`src/rtl/tgc_pkg.sv`:
```
package tgc_pkg;
    typedef logic [1:0] gain_t;
    localparam gain_t GAIN_MAX   = 2'd3;
    localparam int    NUM_SWITCH = 3;
endpackage

```
`src/rtl/tgc_offset_table.sv`:
```
module tgc_offset_table #(
    parameter int NUM_STEPS = 125,
    parameter int CODE_W    = 12,
    parameter int IDX_W     = 7
) (
    input  logic              clk,
    input  logic              rst,
    input  logic              busy_i,
    input  logic              we_i,
    input  logic [IDX_W-1:0]  waddr_i,
    input  logic [CODE_W-1:0] wdata_i,
    input  logic [IDX_W-1:0]  raddr_i,
    output logic [CODE_W-1:0] rdata_o
);
    typedef logic [NUM_STEPS-1:0][CODE_W-1:0] mem_t;
    mem_t mem_d, mem_q;

    always_comb begin
        mem_d = mem_q;
        if (we_i && !busy_i && (int'(waddr_i) < NUM_STEPS))
            mem_d[waddr_i] = wdata_i;
    end

    always_ff @(posedge clk) begin
        if (rst) mem_q <= '0;
        else     mem_q <= mem_d;
    end

    assign rdata_o = (int'(raddr_i) < NUM_STEPS) ? mem_q[raddr_i] : '0;

    // contents are frozen while a window runs
    p_tbl_frozen_r9: assert property (@(posedge clk) disable iff (rst)
        busy_i |=> $stable(mem_q));
endmodule

```
`src/rtl/tgc_gain_stepper.sv`:
```
module tgc_gain_stepper
    import tgc_pkg::*;
#(
    parameter int NUM_STEPS = 125,
    parameter int IDX_W     = 7
) (
    input  logic             clk,
    input  logic             rst,
    input  logic             busy_i,
    input  logic             sw_we_i,
    input  logic [1:0]       sw_sel_i,
    input  logic [IDX_W-1:0] sw_data_i,
    input  gain_t            level_i,
    input  logic [IDX_W-1:0] idx_i,
    output gain_t            level_o
);
    typedef logic [NUM_SWITCH-1:0][IDX_W-1:0] sw_t;
    sw_t sw_d, sw_q;
    sw_t sw_rst;

    for (genvar g = 0; g < NUM_SWITCH; g++) begin : g_rst
        assign sw_rst[g] = IDX_W'(NUM_STEPS * (g + 1) / 4);
    end

    always_comb begin
        sw_d = sw_q;
        if (sw_we_i && !busy_i && (int'(sw_sel_i) < NUM_SWITCH))
            sw_d[sw_sel_i] = sw_data_i;
    end

    always_ff @(posedge clk) begin
        if (rst) sw_q <= sw_rst;
        else     sw_q <= sw_d;
    end

    logic [IDX_W-1:0] thr;
    always_comb begin
        case (level_i)
            2'd0:    thr = sw_q[0];
            2'd1:    thr = sw_q[1];
            2'd2:    thr = sw_q[2];
            default: thr = '0;
        endcase
        level_o = level_i;
        if ((level_i != GAIN_MAX) && (idx_i >= thr))
            level_o = level_i + 2'd1;
    end

    // switch indices are frozen while a window runs
    p_sw_frozen_r9: assert property (@(posedge clk) disable iff (rst)
        busy_i |=> $stable(sw_q));
endmodule

```
`src/rtl/tgc_ref_calc.sv`:
```
module tgc_ref_calc #(
    parameter int CODE_W  = 12,
    parameter int CM_CODE = 2048
) (
    input  logic [CODE_W-1:0] off_i,
    output logic [CODE_W-1:0] hi_o,
    output logic [CODE_W-1:0] lo_o
);
    localparam logic [CODE_W-1:0] CM_C = CODE_W'(CM_CODE);
    logic [CODE_W:0] sum;

    always_comb begin
        sum  = {1'b0, off_i} + {1'b0, CM_C};
        hi_o = sum[CODE_W] ? '1 : sum[CODE_W-1:0];
        lo_o = (off_i > CM_C) ? '0 : (CM_C - off_i);
    end

    // saturation limits of the two codes
    always_comb begin
        p_lo_floor_r5: assert ((off_i <= CM_C) || (lo_o == '0));
    end
endmodule

```
`src/rtl/tgc_sequencer.sv`:
```
module tgc_sequencer
    import tgc_pkg::*;
#(
    parameter int CODE_W      = 12,
    parameter int NUM_STEPS   = 125,
    parameter int STEP_CYCLES = 320,
    parameter int CM_CODE     = 2048,
    localparam int IDX_W      = $clog2(NUM_STEPS),
    localparam int CNT_W      = (STEP_CYCLES > 1) ? $clog2(STEP_CYCLES) : 1
) (
    input  logic              clk,
    input  logic              rst,
    input  logic              trig_i,
    input  logic              tbl_we_i,
    input  logic [IDX_W-1:0]  tbl_addr_i,
    input  logic [CODE_W-1:0] tbl_data_i,
    input  logic              sw_we_i,
    input  logic [1:0]        sw_sel_i,
    input  logic [IDX_W-1:0]  sw_data_i,
    output logic [CODE_W-1:0] ref_hi_o,
    output logic [CODE_W-1:0] ref_lo_o,
    output logic [1:0]        gain_sel_o,
    output logic              upd_stb_o,
    output logic              busy_o
);
    localparam logic [CNT_W-1:0]  CNT_LAST = CNT_W'(STEP_CYCLES - 1);
    localparam logic [IDX_W-1:0]  IDX_LAST = IDX_W'(NUM_STEPS - 1);
    localparam logic [CODE_W-1:0] CM_C     = CODE_W'(CM_CODE);

    typedef struct packed {
        logic              busy;
        logic [CNT_W-1:0]  cnt;
        logic [IDX_W-1:0]  idx;
        logic              stb;
        logic [CODE_W-1:0] hi;
        logic [CODE_W-1:0] lo;
        gain_t             gain;
    } seq_t;

    seq_t s_d, s_q;

    logic              start;
    logic [IDX_W-1:0]  eval_idx;
    gain_t             eval_lvl;
    gain_t             next_lvl;
    logic [CODE_W-1:0] off_rd;
    logic [CODE_W-1:0] hi_calc;
    logic [CODE_W-1:0] lo_calc;

    assign start    = trig_i && !s_q.busy;
    assign eval_idx = start ? '0 : (s_q.idx + 1'b1);
    assign eval_lvl = start ? '0 : s_q.gain;

    tgc_offset_table #(
        .NUM_STEPS(NUM_STEPS), .CODE_W(CODE_W), .IDX_W(IDX_W)
    ) u_table (
        .clk(clk), .rst(rst), .busy_i(s_q.busy),
        .we_i(tbl_we_i), .waddr_i(tbl_addr_i), .wdata_i(tbl_data_i),
        .raddr_i(eval_idx), .rdata_o(off_rd)
    );

    tgc_gain_stepper #(
        .NUM_STEPS(NUM_STEPS), .IDX_W(IDX_W)
    ) u_gain (
        .clk(clk), .rst(rst), .busy_i(s_q.busy),
        .sw_we_i(sw_we_i), .sw_sel_i(sw_sel_i), .sw_data_i(sw_data_i),
        .level_i(eval_lvl), .idx_i(eval_idx), .level_o(next_lvl)
    );

    tgc_ref_calc #(
        .CODE_W(CODE_W), .CM_CODE(CM_CODE)
    ) u_ref (
        .off_i(off_rd), .hi_o(hi_calc), .lo_o(lo_calc)
    );

    always_comb begin
        logic apply;
        s_d     = s_q;
        s_d.stb = 1'b0;
        apply   = 1'b0;
        if (start) begin
            s_d.busy = 1'b1;
            s_d.cnt  = '0;
            s_d.idx  = '0;
            apply    = 1'b1;
        end else if (s_q.busy) begin
            if (s_q.cnt == CNT_LAST) begin
                s_d.cnt = '0;
                if (s_q.idx == IDX_LAST) begin
                    s_d.busy = 1'b0;
                end else begin
                    s_d.idx = eval_idx;
                    apply   = 1'b1;
                end
            end else begin
                s_d.cnt = s_q.cnt + 1'b1;
            end
        end
        if (apply) begin
            s_d.stb  = 1'b1;
            s_d.hi   = hi_calc;
            s_d.lo   = lo_calc;
            s_d.gain = next_lvl;
        end
    end

    always_ff @(posedge clk) begin
        if (rst) begin
            s_q <= '{busy: 1'b0, cnt: '0, idx: '0, stb: 1'b0,
                     hi: CM_C, lo: CM_C, gain: '0};
        end else begin
            s_q <= s_d;
        end
    end

    assign ref_hi_o   = s_q.hi;
    assign ref_lo_o   = s_q.lo;
    assign gain_sel_o = s_q.gain;
    assign upd_stb_o  = s_q.stb;
    assign busy_o     = s_q.busy;

    // gain never falls and rises by at most one within a window
    p_gain_mono_r6: assert property (@(posedge clk) disable iff (rst)
        s_q.busy |=> ({1'b0, s_q.gain} >= {1'b0, $past(s_q.gain)}) &&
                     ({1'b0, s_q.gain} <= ({1'b0, $past(s_q.gain)} + 3'd1)));

    // strobes only occur inside a window
    p_stb_in_window_r3: assert property (@(posedge clk) disable iff (rst)
        s_q.stb |-> s_q.busy);

    // unsaturated codes are symmetric about common mode
    p_ref_symmetric_r4: assert property (@(posedge clk) disable iff (rst)
        ((s_q.hi != '1) && (s_q.lo != '0)) |->
        (({1'b0, s_q.hi} + {1'b0, s_q.lo}) == {CM_C, 1'b0}));

    // idle outputs hold without a trigger
    p_idle_hold_r7: assert property (@(posedge clk) disable iff (rst)
        (!s_q.busy && !trig_i) |=> ($stable(s_q.hi) && $stable(s_q.lo) &&
                                     $stable(s_q.gain) && !s_q.stb));

    // a trigger inside a window never restarts at index 0
    p_no_restart_r8: assert property (@(posedge clk) disable iff (rst)
        (s_q.busy && trig_i) |=> !(s_q.stb && (s_q.idx == '0)));

    if (STEP_CYCLES > 1) begin : g_stb_width
        // strobe is a single-cycle pulse
        p_stb_single_r3: assert property (@(posedge clk) disable iff (rst)
            s_q.stb |=> !s_q.stb);
    end
endmodule

```
`config.mk`:
```
export PLATFORM = sky130hd
export DESIGN_NAME = tgc_sequencer
export DESIGN_NICKNAME = d
export VERILOG_FILES = /design/src/rtl/tgc_pkg.sv /design/src/rtl/tgc_offset_table.sv /design/src/rtl/tgc_gain_stepper.sv /design/src/rtl/tgc_ref_calc.sv /design/src/rtl/tgc_sequencer.sv
export SDC_FILE = /design/constraint.sdc
export NUM_CORES = 2
export LEC_CHECK = 0
export BUFFER_PORTS_ARGS = -buffer_cell sky130_fd_sc_hd__buf_2
export CORE_AREA = 3 3 358 360
export DETAILED_ROUTE_END_ITERATION = 10
export DIE_AREA = 0 0 361 363
export HOLD_SLACK_MARGIN = 0.02
export MAX_ROUTING_LAYER = met4
export PLACE_DENSITY = 0.77
export SETUP_SLACK_MARGIN = 0.1
export SYNTH_ARGS = -nofsm -noshare
export SYNTH_HDL_FRONTEND = slang
export SYNTH_SLANG_ARGS = --single-unit
export TNS_END_PERCENT = 30
```
`constraint.sdc`:
```
create_clock -name clk -period 5 [get_ports clk]
set_clock_uncertainty 0.1 [all_clocks]
set_input_delay 1 -clock clk [delete_from_list [all_inputs] [get_ports clk]]
set_output_delay 1 -clock clk [all_outputs]
set_load 0.005 [all_outputs]
```
==> impl_metrics.ini <==
[run_status]
result_of_the_run = finished with violations
failed_checks = max-capacitance violations, max-slew violations, negative setup slack

[global_routing]
global_route.overflow_total = 0
maximum_number_of_pins_on_one_net_before_global_route_repair = 153
first_global_vias = 66570
antenna_found_initial = 15
grt_pass1_wl_um = 427600
overall_fraction_of_global_route_tracks_in_use_pct = 44.02

[clocking]
clock_tree_from_tritoncts = done
cts-buffers-inserted = 164
tritoncts_num_sinks = 1564
post_cts_hold_buffer_count = 0
number_of_buffers_between_clock_root_and_the_deepest_sink = 3
cts.reportedPaths.clkPinSlew_ns = 0.06
clk-insertion-delay-late_ns = 0.85
cts_htree_levels = 4
root_buffer = sky130_fd_sc_hd__clkbuf_16

[floorplanning]
die_width_um = 361
row_count = 130
total_i_o_pin_count = 61
initial_util_pct = 56.72
fp.dieH_um = 363
floorplan.core_area_mm2 = 0.1254
dieArea_mm2 = 0.1310

[route]
avgViaCountPerCell = 6.601
uppermost_routed_layer = met4
remaining_drc_errors = 0
drtPass1Iterations = 7
dr_wl_met3_um = 42700
met2_length_um = 119400
wirelength_um = 291800
first_iteration_detailed_routing_drc_count = 12640
drt-wirelength-per-cell_um = 26.44
vias = 72850
route.antenna.remaining_nets = 0
met1_length_um = 104000

[hold_path]
timing.hold.worst.class = in -> reg
whs_path_depth = 2
holdCritStartpoint = sw_data_i[4]
hold-path-endpoint = u_gain.sw_q[4]

[pwr]
totalPowerFinal_mw = 26.65
ir_worst_vdd_v = 0.0003562
p_per_area_mw_per_mm2 = 339.0
p_leak_nw = 25.37

[yosys]
syn_area_per_cell_um2 = 7.458
synthesis.nets = 9585
synth_cell_type_count = 105
synth.yosys.warnings = 0
most_used_flip_flop_cell_after_synthesis = sky130_fd_sc_hd__dfxtp_1
synth_seq_area_share_pct = 44.02
synth_cells = 9537
asyncSetResetFlopFracSynth_pct = 0
synth-seq-cells = 1564
synth_enable_flop_cells = 0
syn_area_mm2 = 0.07113

[critical_path]
critical_path.startpoint_type = flop
buf_inv_on_cp = 4
worst_ep_required_time_ns = 5.63
crit_family = compound AO/OA/AOI/OAI gates
worst_r2r_path_depth = 16
worst-path-max-fanout = 13
worst_setup_path_end_kind = flop
timing.critical_path.slowest_stage_cell = sky130_fd_sc_hd__a2111oi_0
r2r_slack_ns = -0.16
sequence_of_cells_on_the_critical_path = inv_1 -> ha_4 -> buf_12 -> nand2b_1 -> buf_4 -> nor3_1 -> nor4_1 -> a22oi_1 -> a2111oi_0 -> o32ai_1 -> nor3b_2 -> buf_4 -> nor4_4 -> nand4b_2 -> a21boi_4 -> a22o_1
timing.setup.critical_path_class = reg -> reg
worst-endpoint-arrival_ns = 5.79
regToRegStartpoint = s_q[28]
regToRegEndpoint = ref_lo_o[0]
worst_path_largest_cell_delay_ns = 1.38
cp_common_cell = sky130_fd_sc_hd__buf_4

[timing]
report.final.setup_viol = 10
post-route-period-util_pct = 103.2
final_layout_setup_total_negative_slack_ns = -1.370
final_max_slew_viol_count = 3
setup_repair_after_global_routing_missed_its_margin = false
clock.fmax_mhz = 193.8
worst_slew_pin_slew_ns = 1.564
slew_headroom_pct = -6.946
report.final.hold_viol_count = 0
final.min_clock_period_ns = 5.160
timing.final.ws_setup_ns = -0.1596

[layout]
drive_above_1_share_pct = 9.843
areaGrowthSynthToFinish_pct = 10.51
fill_cell_total_of_the_finished_layout = 10860
utilization_pct = 62.68
non_filler_cells_final = 11040
final_net_count = 9287

[job]
max-cap-violations = 3

[place]
placement.io_buffers = 59
hpwlAfterDp_um = 185900
routabilityCongestion = 1.086
numPlacedInstances = 10720
-- flip-flops by register name, indices dropped and copies added, names as in the netlist --
register	flops
ref_lo_o	12
gain_sel_o	2
u_table.mem_q	1500
ref_hi_o	11
s_q	16
u_gain.sw_q	21
busy_o	1
upd_stb_o	1
-- per-stage QoR --
stage	hold WS (ns)	area, um^2	setup slack, ns
floorplan	0.3311	71130	0.1558
global placement	0.3367	73110	-0.2392
detailed placement	0.3420	73110	-0.1598
CTS	0.2754	78520	0.1051
global route	0.2918	78590	0.1074
finish	0.2964	78600	-0.1596
-- worst register-to-register path, cell delays in order (launching register included) --
cell	delay, ns
sky130_fd_sc_hd__dfxtp_2	0.44
sky130_fd_sc_hd__inv_1	0.10
sky130_fd_sc_hd__ha_4	0.33
sky130_fd_sc_hd__buf_12	0.22
sky130_fd_sc_hd__nand2b_1	0.37
sky130_fd_sc_hd__buf_4	0.25
sky130_fd_sc_hd__nor3_1	0.06
sky130_fd_sc_hd__nor4_1	0.25
sky130_fd_sc_hd__a22oi_1	0.26
sky130_fd_sc_hd__a2111oi_0	1.38
sky130_fd_sc_hd__o32ai_1	0.29
sky130_fd_sc_hd__nor3b_2	0.28
sky130_fd_sc_hd__buf_4	0.22
sky130_fd_sc_hd__nor4_4	0.06
sky130_fd_sc_hd__nand4b_2	0.13
sky130_fd_sc_hd__a21boi_4	0.10
sky130_fd_sc_hd__a22o_1	0.20
-- final cells by class --
type	count	area [um^2]	area share, %
multi-input combinational	7005	35340	44.97
sequential	1564	31320	39.84
clock buffer	241	4733	6.022
timing repair buffer	481	4325	5.503
tap	1650	2064	2.627
clock inverter	53	670.6	0.8532
inverter	23	100.1	0.1273
antenna	19	47.55	0.06049
-- synth_stat cells (all sizes together) (18+ instances only) --
master | n | area, um^2
a2111oi | 20 | 193.9
a211o | 18 | 157.7
a211oi | 95 | 713.2
a21oi | 1653 | 8292
a221oi | 36 | 332.8
a2bb2oi | 20 | 175.2
a311oi | 34 | 297.8
a31oi | 42 | 262.8
and2 | 37 | 231.5
buf | 301 | 2074
clkbuf | 644 | 2417
dfxtp | 1564 | 31310
inv | 21 | 83.83
mux2 | 78 | 878.3
mux2i | 192 | 1922
mux4 | 28 | 630.6
nand2 | 3376 | 12680
nand2b | 49 | 314.1
nand3 | 74 | 390.4
nand3b | 24 | 180.2
nor2 | 308 | 1169
nor2b | 45 | 289.0
nor3 | 115 | 575.6
o211ai | 24 | 190.2
o21ai | 172 | 864.6
o221ai | 67 | 605.6
o22a | 22 | 192.7
o22ai | 183 | 1145
o31ai | 20 | 163.9
or2 | 20 | 125.1
or3 | 23 | 143.9
-- where the power goes --
group	internal, mW	leakage (nW)	total [mW]	switching [mW]
combinational	0.413	10.1	1.66	1.25
clock	7.06	2.65	12.4	5.39
sequential	12.5	12.6	12.5	0.0297
total	20.0	25.4	26.6	6.67
-- cells by family after synthesis --
kind of cell | after synthesis | synth area share, %
XOR/XNOR | 22 | 0.2973
AO/OA/AOI/OAI | 2538 | 20.84
AND/OR/NAND/NOR | 4130 | 23.30
multiplexers | 298 | 4.823
buffers and inverters | 968 | 6.445
adder cells (fa/ha/maj) | 16 | 0.2779
flip-flops | 1564 | 44.02
other | 1 | 0.005272
-- worst max path at each step --
| stage | cells after the start | to | slack (ns) | startpoint |
|---|---|---|---|---|
| floorplan | 23 | gain_sel_o[0] | 0.16 | trig_i |
| global placement | 17 | ref_lo_o[8] | -0.24 | trig_i |
| detailed placement | 17 | ref_lo_o[8] | -0.16 | trig_i |
| CTS | 19 | ref_lo_o[8] | 0.11 | s_q[28] |
| global route | 16 | ref_lo_o[1] | 0.11 | s_q[28] |
| finish | 16 | ref_lo_o[0] | -0.16 | s_q[28] |
-- timing repair --
action,in CTS,in global routing
setup endpoints to repair,10,22
gates resized for setup,1,9
pin swaps,0,2
setup buffers,0,1
-- layout by cell type (no fill, tap or decap), types with 19 or more instances in the layout --
master,instances
sky130_fd_sc_hd__a21oi_1,1650
sky130_fd_sc_hd__buf_2,46
sky130_fd_sc_hd__nor2_1,302
sky130_fd_sc_hd__clkinv_2,27
sky130_fd_sc_hd__a211oi_1,94
sky130_fd_sc_hd__mux2i_1,191
sky130_fd_sc_hd__and2_1,36
sky130_fd_sc_hd__o22ai_1,182
sky130_fd_sc_hd__diode_2,19
sky130_fd_sc_hd__buf_12,63
sky130_fd_sc_hd__dfxtp_1,1562
sky130_fd_sc_hd__nor2b_1,44
sky130_fd_sc_hd__a2bb2oi_1,20
sky130_fd_sc_hd__clkbuf_16,164
sky130_fd_sc_hd__nand2_1,3372
sky130_fd_sc_hd__o21ai_0,148
sky130_fd_sc_hd__mux4_2,28
sky130_fd_sc_hd__a221oi_1,35
sky130_fd_sc_hd__o21ai_1,23
sky130_fd_sc_hd__nor3_1,114
sky130_fd_sc_hd__nand2b_1,48
sky130_fd_sc_hd__clkbuf_1,43
sky130_fd_sc_hd__nand3_1,70
sky130_fd_sc_hd__o22a_1,22
sky130_fd_sc_hd__nand3b_1,24
sky130_fd_sc_hd__o221ai_1,64
sky130_fd_sc_hd__clkbuf_8,34
sky130_fd_sc_hd__a311oi_1,33
sky130_fd_sc_hd__buf_4,362
sky130_fd_sc_hd__o211ai_1,22
sky130_fd_sc_hd__mux2_2,77
sky130_fd_sc_hd__a31oi_1,41
sky130_fd_sc_hd__or3_1,23
sky130_fd_sc_hd__or2_2,19
-- per-layer routing --
layer  vias to the layer above  GRT usage [%]
li1                      31620              -
met1                     34170          53.48
met2                      5639          60.99
met3                      1416          14.17
met4                         0          32.28
met5                         -              -
(Power assumes the default switching activity.)
